===== src/rtl/dest_upd_pkg.sv =====
package dest_upd_pkg;

  typedef enum logic [2:0] {
    UPD_PASS = 3'b000,
    UPD_XOR  = 3'b001,
    UPD_NOT  = 3'b010,
    UPD_ADD  = 3'b011,
    UPD_AND  = 3'b100,
    UPD_OR   = 3'b101,
    UPD_REV  = 3'b110,
    UPD_SUB  = 3'b111
  } upd_mode_e;

  typedef enum logic [1:0] {
    AR_ADD  = 2'd0,
    AR_SUB  = 2'd1,
    AR_RSUB = 2'd2
  } arith_op_e;

  // Arithmetic path is used for add, sub, and code 110 outside the bitwise class
  function automatic logic mode_is_arith(upd_mode_e m, logic bw);
    return (m == UPD_ADD) || (m == UPD_SUB) || ((m == UPD_REV) && !bw);
  endfunction

  function automatic arith_op_e arith_op_of(upd_mode_e m);
    case (m)
      UPD_ADD: return AR_ADD;
      UPD_SUB: return AR_SUB;
      default: return AR_RSUB;
    endcase
  endfunction

endpackage


===== src/rtl/upd_arith_lane.sv =====
module upd_arith_lane
  import dest_upd_pkg::*;
#(
  parameter int WORD_W = 32
) (
  input  logic [WORD_W-1:0] cur,
  input  logic [WORD_W-1:0] nxt,
  input  arith_op_e         op,
  input  logic              cin,
  output logic [WORD_W-1:0] sum,
  output logic              cout
);

  logic [WORD_W-1:0] opa;
  logic [WORD_W-1:0] opb;

  // Subtraction is an add of the inverted subtrahend; borrow = ~carry
  always_comb begin
    case (op)
      AR_ADD: begin
        opa = cur;
        opb = nxt;
      end
      AR_SUB: begin
        opa = cur;
        opb = ~nxt;
      end
      default: begin
        opa = nxt;
        opb = ~cur;
      end
    endcase
  end

  assign {cout, sum} = {1'b0, opa} + {1'b0, opb} + {{WORD_W{1'b0}}, cin};

endmodule


===== src/rtl/upd_logic_lane.sv =====
module upd_logic_lane
  import dest_upd_pkg::*;
#(
  parameter int WORD_W = 32
) (
  input  logic [WORD_W-1:0] cur,
  input  logic [WORD_W-1:0] nxt,
  input  upd_mode_e         mode,
  output logic [WORD_W-1:0] res
);

  always_comb begin
    case (mode)
      UPD_PASS: res = nxt;
      UPD_XOR:  res = cur ^ nxt;
      UPD_NOT:  res = ~nxt;
      UPD_AND:  res = cur & nxt;
      UPD_OR:   res = cur | nxt;
      UPD_REV:  res = cur & ~nxt;
      default:  res = nxt;
    endcase
  end

  always_comb begin
    if (mode == UPD_NOT) begin

      not_complement_chk: assert ((res ^ nxt) == {WORD_W{1'b1}})
        else $error("NOT lane does not complement the result");
    end
    if (mode == UPD_REV) begin

      andnot_subset_chk: assert (((res & nxt) == '0) && ((res & ~cur) == '0))
        else $error("AND-NOT lane sets a bit outside old & ~new");
    end
  end

endmodule


===== src/rtl/dest_upd_combiner.sv =====
module dest_upd_combiner
  import dest_upd_pkg::*;
#(
  parameter int WORD_W = 32
) (
  input  logic [WORD_W-1:0] cur_lo,
  input  logic [WORD_W-1:0] cur_hi,
  input  logic [WORD_W-1:0] new_lo,
  input  logic [WORD_W-1:0] new_hi,
  input  logic [2:0]        upd_mode,
  input  logic              pair_wr,
  input  logic              bitwise_cls,
  output logic [WORD_W-1:0] out_lo,
  output logic [WORD_W-1:0] out_hi
);

  localparam int LANES = 2;
  localparam int DW    = LANES * WORD_W;

  upd_mode_e mode;
  arith_op_e aop;
  logic      use_arith;

  assign mode      = upd_mode_e'(upd_mode);
  assign aop       = arith_op_of(mode);
  assign use_arith = mode_is_arith(mode, bitwise_cls);

  logic [WORD_W-1:0] cur_l   [LANES];
  logic [WORD_W-1:0] nxt_l   [LANES];
  logic [WORD_W-1:0] arith_l [LANES];
  logic [WORD_W-1:0] logic_l [LANES];
  logic [WORD_W-1:0] lane_o  [LANES];
  logic [LANES:0]    carry;
  logic [LANES-1:0]  lane_cin;

  assign cur_l[0] = cur_lo;
  assign cur_l[1] = cur_hi;
  assign nxt_l[0] = new_lo;
  assign nxt_l[1] = new_hi;

  // Subtract forms inject +1 at the chain base
  assign carry[0] = (aop != AR_ADD);

  for (genvar g = 0; g < LANES; g++) begin : g_lane
    if (g == 0) begin : g_base
      assign lane_cin[g] = carry[0];
    end else begin : g_chain
      assign lane_cin[g] = pair_wr ? carry[g] : carry[0];
    end

    upd_arith_lane #(.WORD_W(WORD_W)) u_arith (
      .cur  (cur_l[g]),
      .nxt  (nxt_l[g]),
      .op   (aop),
      .cin  (lane_cin[g]),
      .sum  (arith_l[g]),
      .cout (carry[g+1])
    );

    upd_logic_lane #(.WORD_W(WORD_W)) u_logic (
      .cur  (cur_l[g]),
      .nxt  (nxt_l[g]),
      .mode (mode),
      .res  (logic_l[g])
    );

    assign lane_o[g] = use_arith ? arith_l[g] : logic_l[g];
  end

  assign out_lo = lane_o[0];
  assign out_hi = pair_wr ? lane_o[1] : '0;

  logic [DW-1:0] cur_w;
  logic [DW-1:0] new_w;
  logic [DW-1:0] out_w;
  assign cur_w = {cur_hi, cur_lo};
  assign new_w = {new_hi, new_lo};
  assign out_w = {out_hi, out_lo};

  always_comb begin
    if (!pair_wr) begin

      hi_zero_chk: assert (out_hi == '0)
        else $error("high half not zero on a single write");
    end
    if (pair_wr && (mode == UPD_ADD)) begin

      pair_add_chk: assert ({carry[LANES], out_w} == ({1'b0, cur_w} + {1'b0, new_w}))
        else $error("pair add differs from 64-bit sum");
    end
    if (pair_wr && (mode == UPD_SUB)) begin

      pair_sub_chk: assert (out_w == (cur_w - new_w))
        else $error("pair subtract differs from 64-bit difference");
    end
    if (pair_wr && (mode == UPD_REV) && !bitwise_cls) begin

      pair_rsub_chk: assert (out_w == (new_w - cur_w))
        else $error("pair reverse subtract differs from 64-bit difference");
    end
  end

endmodule


===== config.mk =====
export PLATFORM = sky130hd
export DESIGN_NAME = dest_upd_combiner
export DESIGN_NICKNAME = d
export VERILOG_FILES = /design/src/rtl/dest_upd_pkg.sv /design/src/rtl/upd_arith_lane.sv /design/src/rtl/upd_logic_lane.sv /design/src/rtl/dest_upd_combiner.sv
export SDC_FILE = /design/constraint.sdc
export NUM_CORES = 1
export LEC_CHECK = 0
export BUFFER_PORTS_ARGS = -buffer_cell sky130_fd_sc_hd__buf_2
export CORE_MARGIN = 5
export CORE_UTILIZATION = 30
export DETAILED_ROUTE_END_ITERATION = 8
export SLEW_MARGIN = 20
export SYNTH_ARGS = -nofsm -noshare
export SYNTH_HDL_FRONTEND = slang
export SYNTH_HIERARCHICAL = 1
export SYNTH_SLANG_ARGS = --single-unit

===== constraint.sdc =====
create_clock -name vclk -period 11.1
set_clock_uncertainty 0.2 [all_clocks]
set_input_delay 2.22 -clock vclk [all_inputs]
set_output_delay 2.22 -clock vclk [all_outputs]
set_load 0.03 [all_outputs]

==> summary.md, run 1 <==
| Metric | Value |
|---|---|
| WL final | 35500 um |
| Via-per-instance ratio | 5.45 |
| Chip height | 203 um |
| Fmax achieved | 92.7 MHz |
| Gr usage total | 15.8% |
| Layout net count | 1996 |
| Worst-path maximum fanout | 3 |
| Storage cell area | 0 sq um |
| Largest stage delay, worst path | 0.51 ns |
| Slew headroom | 32.3% |
| Setup crit start kind | primary input |
| Initial core utilization | 30.5% |
| Seq pwr share | 0% |
| ANT nets after route | 0 |
| Tcrit/Tclk final | 97.2% |
| Lkg Pwr | 0.00601 uW |
| Cell repeated most along the worst path | inv_1 |
| Pre-CTS setup slack | 0.127 ns |
| WHS Endpoint | out_hi[10] |
| DPL Wire Length | 26800 um |
| VDD IR max | 0.0532 mV |
| Outcome | complete, no violations |
| Worst setup EP type | output port |
| Fin util | 34.1% |
| Final-report setup violation count | 0 |
| Routability cong. | 0.894 |
| Avg Cell Area, Syn | 6.94 sq um |
| # DRC | 0 |
| Syn Inst Count | 1616 |
| Routed length per instance | 16.1 um |
| Slowest CP cell | or4_4 |
| Hold Path Depth | 5 |
| Largest net degree at the start of global routing | 100 |
| Worst setup margin | 0.309 ns |
| Synth warn | 6 |
| Clkbuf count | 0 |
| Min-delay worst type | in -> out |
| Syn_nets | 1879 |
| Placed Area | 12300 sq um |
| Initial drt markers | 586 |
| Max-slew violations | 0 |
| Int Power | 345 uW |
| Area of the multi-input gates | 10100 sq um |
| Row count | 70 |
| Comb power frac | 100.0% |
| Max-Cap Viols | 0 |
| Slew @ Worst Pin | 1.02 ns |
| DR vias | 12000 |
| NetSw | 514 uW |
| CORE AREA | 36800 sq um |
| Layout Cell Area excl Fill | 12500 sq um |
| Sw frac | 59.8% |
| Seq_cells | 0 |
| Drt pass-1 iters | 6 |
| Vias in the first global route | 11300 |
| Pwr/cell area | 68.6 nW/um^2 |
| Fillers | 3959 |
| Cts hold-fix bufs | 0 |
| Grt ovf | 0 |
| Clock Power Share | 0% |
| Die Area | 41400 sq um |
| Proportion of layout cells with a drive suffix above 1 | 23.6% |
| Setup CP Type | in -> out |
| First-pass GRT wire length | 56800 um |
| Critical Path RT | 8.68 ns |
| Area growth syn-to-layout | 11.8% |
| CP Data Arrival Time | 8.37 ns |
| Post-Syn Area | 11200 sq um |
| Port bufs | 197 |
| Min-Delay Startpoint | new_hi[10] |
| Period minus WS final | 10.79 ns |
| I/O Pins | 197 |
| Antenna violations before repair | 6 |
| Final hold vios | 0 |
| Chip Width | 203 um |
## repair_timing
item | CTS | global route
resized for setup | 0 | 21
setup buffers | 0 | 3
endpoints found under the setup margin | 0 | 13
## critical path: cells and delay by family
family / cells / cell delay [ns]
buffers and inverters: 5 / 0.58
adders and majority gates: 4 / 1.28
and+or+nand+nor: 5 / 1.12
AOI/OAI and AO/OA: 13 / 2.49
muxes: 2 / 0.32
xor gates and xnor gates: 2 / 0.34
## power by group through the flow
stage | logic [uW] | clock network [uW] | registers, uW
after CTS | 847 | 0 | 0
after detailed placement | 842 | 0 | 0
final | 860 | 0.0000603 | 0
after floorplan | 635 | 0 | 0
after global placement | 830 | 0 | 0
after global routing | 950 | 0.0000482 | 0
## layout by cell type, fill, tap and decap left out, types with 22 or more instances in the layout
cell and instances:
inv_1 146, buf_4 26, a21o_1 65, xor2_1 78, nor2_1 123, mux2i_1 34, o21ai_0 91, a21oi_1 130
buf_2 191, a221oi_2 22, nand2_1 188, ha_1 126, o211ai_1 36, nor2b_1 46, mux2_2 93, xnor2_1 39
o21ai_1 49
## worst max-delay path by stage
stage	startpoint	end	slack (ns)
global route	upd_mode[0]	out_hi[18]	-0.01
CTS	upd_mode[0]	out_hi[30]	0.1
global placement	upd_mode[0]	out_hi[30]	0.21
detailed placement	upd_mode[0]	out_hi[30]	0.13
floorplan	upd_mode[0]	out_hi[20]	0.07
finish	upd_mode[0]	out_hi[30]	0.31
## per-stage QoR
stage	instances	TNS [ns]	power, uW	hold WS, ns
finish	2204	0	860	4.77
global route	2203	-0.0241	950	4.83
CTS	2194	0	847	4.77
detailed placement	2194	0	842	4.77
global placement	2194	0	830	4.76
floorplan	1616	0	635	4.55
## cell type report
class                           instances  share of cell area [%]
Tap cell                              468                    4.67
Multi-Input combinational cell       1357                    80.3
Inverter                              148                    4.43
Antenna cell                            5                  0.0998
Timing Repair Buffer                  226                    10.5
## metal layers
metal  part of all wire, %  global-route usage [%]  vias to the layer above
met3                   5.0                    1.29                       48
met2                    46                    26.7                      311
met1                    47                    22.0                     5629
li1                      -                       -                     6011
met5                 0.076                       0                        -
met4                   2.2                    3.47                        4
(Power assumes the default switching activity.)
==> inputs of run 2 (changes only) <==
BUFFER_PORTS_ARGS = -buffer_cell sky130_fd_sc_hd__buf_4   (was -buffer_cell sky130_fd_sc_hd__buf_2)
CORE_UTILIZATION = 60   (was 30)
PLACE_DENSITY = 0.85   (was default)
==> summary.md, run 2 (synthesis gave the netlist of run 1 again) <==
| Metric | Value |
|---|---|
| Setup TNS | 0 ns |
| Tcrit/Tclk final | 96.2% |
| WL final | 31400 um |
| Pre-CTS setup slack | 0.219 ns |
| Setup crit start kind | primary input |
| First-pass GRT wire length | 52100 um |
| Fmax achieved | 93.7 MHz |
| # DRC | 0 |
| I/O Pins | 197 |
| DR vias | 12000 |
| Slew headroom | 24.8% |
| Port bufs | 197 |
| Routability cong. | 0.944 |
| Antenna violations before repair | 0 |
| Outcome | complete, no violations |
| Seq_cells | 0 |
| Number of inserted diodes | 0 |
| CORE AREA | 18600 sq um |
| Chip height | 147 um |
| Routed length per instance | 16.0 um |
| Most common cell after layout, fill and taps aside | buf_4 |
| VDD IR max | 0.0487 mV |
| Most frequent cells in the layout | buf_4, nand2_1, inv_1 |
| Largest stage delay, worst path | 0.52 ns |
| Max-Cap Viols | 0 |
| Worst setup path endpoint | out_hi[26] |
| DPL Wire Length | 24100 um |
| Min-delay worst type | in -> out |
| Die Area | 21500 sq um |
| Critical Path RT | 8.68 ns |
| NetSw | 510 uW |
| Seq pwr share | 0% |
| Slowest CP cell | or4_4 |
| Initial core utilization | 60.4% |
| Lkg Pwr | 0.00608 uW |
| Final hold vios | 0 |
| Largest net degree at the start of global routing | 104 |
| Storage cell area | 0 sq um |
| Initial drt markers | 882 |
| Via-per-instance ratio | 6.13 |
| Area growth syn-to-layout | 12.0% |
| Slew @ Worst Pin | 1.13 ns |
| Sw frac | 57.6% |
| Max-slew violations | 0 |
| Cell repeated most along the worst path | a21oi_2 |
| Gr usage total | 27.2% |
| Chip Width | 147 um |
| Worst-path maximum fanout | 3 |
| Layout net count | 1986 |
| Worst setup EP type | output port |
| Drt pass-1 iters | 5 |
| Proportion of layout cells with a drive suffix above 1 | 23.1% |
| Comb power frac | 100.0% |
| Hold WS | 4.74 ns |
| Worst setup margin | 0.425 ns |
| Vias in the first global route | 11100 |
| Pwr/cell area | 70.3 nW/um^2 |
| Row count | 50 |
| Clock Power Share | 0% |
| RSZ-0062 raised after global routing | false |
| CP Data Arrival Time | 8.26 ns |
| Grt ovf | 0 |
| Clkbuf count | 0 |
| ANT nets after route | 0 |
| Layout Cell Area excl Fill | 12600 sq um |
| Final-report setup violation count | 0 |
| Placed Area | 12500 sq um |
| Crit path launch | upd_mode[0] |
| Int Power | 375 uW |
| Setup CP Type | in -> out |
| Period minus WS final | 10.68 ns |
-- run 2: cell types whose count changed in the layout (fill, tap and decap cells not counted), moves of 2 or more --
cell | before | now
buf_2 | 191 | 0
buf_4 | 26 | 210
diode_2 | 5 | 0
clkbuf_4 | 3 | 0
buf_16 | 3 | 1
buf_8 | 0 | 2
clkbuf_16 | 2 | 0
o21ai_0 | 91 | 89
o21ai_1 | 49 | 51
-- run 2: per-stage QoR --
step / instances / total power (uW) / util (%)
after global placement: 1953 / 848 / 67.1
after CTS: 1953 / 869 / 67.1
after floorplan: 1616 / 635 / -
after detailed placement: 1953 / 865 / 67.1
after global routing: 1955 / 966 / 67.7
final: 1955 / 884 / 67.7
-- run 2: area by class of cell --
class / instances / area, sq um
inverter: 148 / 556
multi-input combinational: 1357 / 10000
fill: 1630 / 6010
timing repair buffer: 216 / 1680
tap: 234 / 293
-- run 2: worst min path at each step --
stage / from / slack (ns) / cells after the start / to
2_1_floorplan: new_lo[5] / 4.55 / 3 / out_lo[5]
3_3_place_gp: new_hi[9] / 4.74 / 5 / out_hi[9]
3_5_place_dp: new_hi[13] / 4.74 / 5 / out_hi[13]
4_1_cts: new_hi[13] / 4.74 / 5 / out_hi[13]
5_1_grt: new_hi[13] / 4.76 / 5 / out_hi[13]
6_report: new_hi[13] / 4.74 / 5 / out_hi[13]
-- run 2: per-layer routing --
layer / part of all wire, % / vias to the layer above / GRT usage [%]
li1: - / 5994 / -
met1: 44 / 5509 / 36.3
met2: 48 / 432 / 47.7
met3: 7.2 / 51 / 2.99
met4: 1.6 / 0 / 4.99
met5: 0 / - / 0
-- run 2: power by group through the flow --
stage	registers [uW]	clock network (uW)	logic, uW
2_1_floorplan	0	0	635
3_3_place_gp	0	0	848
3_5_place_dp	0	0	865
4_1_cts	0	0	869
5_1_grt	0	0	966
6_report	0	0	884
-- run 2: what timing repair did --
item | 4_1_cts | 5_1_grt
hold buffers | 0 | 0
gates resized for setup | 0 | 17
endpoints found under the setup margin | 0 | 7
buffers inserted | 0 | 1
-- run 2: critical path, delay by kind of cell --
family                   cells  cell delay, ns
AO/OA/AOI/OAI               13            2.34
AND/OR/NAND/NOR              6            1.46
adder cells (fa/ha/maj)      4            1.29
buffers and inverters        5            0.58
multiplexers                 2            0.22
XOR/XNOR                     1            0.15
==> inputs of run 3 (changes only) <==
PLACE_DENSITY = 0.93   (was 0.85)
==> summary.md, run 3 (synthesis gave the netlist of run 1 again) <==
| Metric | Value |
|---|---|
| Final-report setup violation count | 0 |
| Port bufs | 197 |
| Gr usage total | 27.5% |
| Lkg Pwr | 0.00606 uW |
| Initial drt markers | 882 |
| Cts hold-fix bufs | 0 |
| Worst path depth | 31 |
| Routed length per instance | 16.4 um |
| Met3 WL | 2160 um |
| Tcrit/Tclk final | 97.0% |
| Drt pass-1 iters | 5 |
| DR vias | 12300 |
| # DRC | 0 |
| Storage cell area | 0 sq um |
| Fmax achieved | 92.9 MHz |
| Die Area | 21500 sq um |
| Worst path buffer plus inverter count | 5 |
| Chip Width | 147 um |
| Antenna violations before repair | 0 |
| Most common cell after layout, fill and taps aside | buf_4 |
| Most frequent cells in the layout | buf_4, nand2_1, inv_1 |
| Max-slew violations | 0 |
| DPL Wire Length | 23700 um |
| Setup crit start kind | primary input |
| Max-Cap Viols | 0 |
| WL final | 32000 um |
| Chip height | 147 um |
| Metal2 WL | 15300 um |
| Vias in the first global route | 11700 |
| Clkbuf count | 0 |
| RSZ-0062 raised after global routing | false |
| Top layer in use | met4 |
| Final hold vios | 0 |
| ANT nets after route | 0 |
| Pwr/cell area | 70.4 nW/um^2 |
| Wl on met1 | 13600 um |
| Setup TNS | 0 ns |
| Critical path's top delay family | compound AO/OA/AOI/OAI gates |
| Min-delay worst type | in -> out |
| Crit path launch | upd_mode[1] |
| First-pass GRT wire length | 52700 um |
| Period minus WS final | 10.77 ns |
| Via-per-instance ratio | 6.29 |
| Worst setup EP type | output port |
| Layout net count | 1982 |
| Hold WS | 4.74 ns |
| I/O Pins | 197 |
| Proportion of layout cells with a drive suffix above 1 | 22.9% |
| Outcome | complete, no violations |
| Slowest CP cell | or4_4 |
| Worst setup path endpoint | out_hi[26] |
| Largest net degree at the start of global routing | 198 |
| Routability cong. | 0.982 |
| Row count | 50 |
| CORE AREA | 18600 sq um |
| Grt ovf | 0 |
| Slew headroom | 25.6% |
| Largest stage delay, worst path | 0.52 ns |
| Seq_cells | 0 |
| Initial core utilization | 60.4% |
| Setup CP Type | in -> out |
| Slew @ Worst Pin | 1.12 ns |
| CP Data Arrival Time | 8.35 ns |
| VDD IR max | 0.0500 mV |
| Number of inserted diodes | 0 |
| Area growth syn-to-layout | 11.9% |
| Critical Path RT | 8.68 ns |
| Worst-path maximum fanout | 4 |
[run 3: metal layers]
metal	track usage, %	up-vias
met3	2.90	77
li1	-	5974
met5	0	-
met1	34.2	5769
met4	9.64	0
met2	49.0	459
[run 3: worst min path at each step]
stage,from,endpoint,slack [ns],cells after the start
2_1_floorplan,new_lo[5],out_lo[5],4.55,3
3_3_place_gp,new_hi[18],out_hi[18],4.74,5
3_5_place_dp,new_hi[18],out_hi[18],4.74,5
4_1_cts,new_hi[18],out_hi[18],4.74,5
5_1_grt,new_hi[10],out_hi[10],4.78,5
6_report,new_hi[17],out_hi[17],4.74,5
[run 3: layout make-up]
type	instances	area (sq um)
Timing Repair Buffer	212	1660
Fill cell	1516	6020
Multi-Input combinational cell	1357	10000
Tap cell	234	293
Inverter	148	556
[run 3: report_power, final]
| group | leakage, uW | switching (uW) | internal, uW |
|---|---|---|---|
| clock | 0 | 0 | 0 |
| sequential | 0 | 0 | 0 |
| combinational | 0.00606 | 511 | 373 |
[run 3: stage by stage]
step	total power, uW	area [sq um]	worst slack, ns	std cells	util, %
after floorplan	635	11200	0.0654	1616	-
after global placement	836	12500	0.374	1948	67.0
after detailed placement	860	12500	0.116	1948	67.0
final	885	12600	0.331	1951	67.6
after global routing	961	12600	0.0242	1951	67.6
after CTS	865	12500	0.111	1948	67.0
[run 3: repair_timing]
item	in CTS	in global routing
buffers inserted	0	2
endpoints found under the setup margin	0	6
hold endpoints to repair	0	0
gates resized for setup	0	13
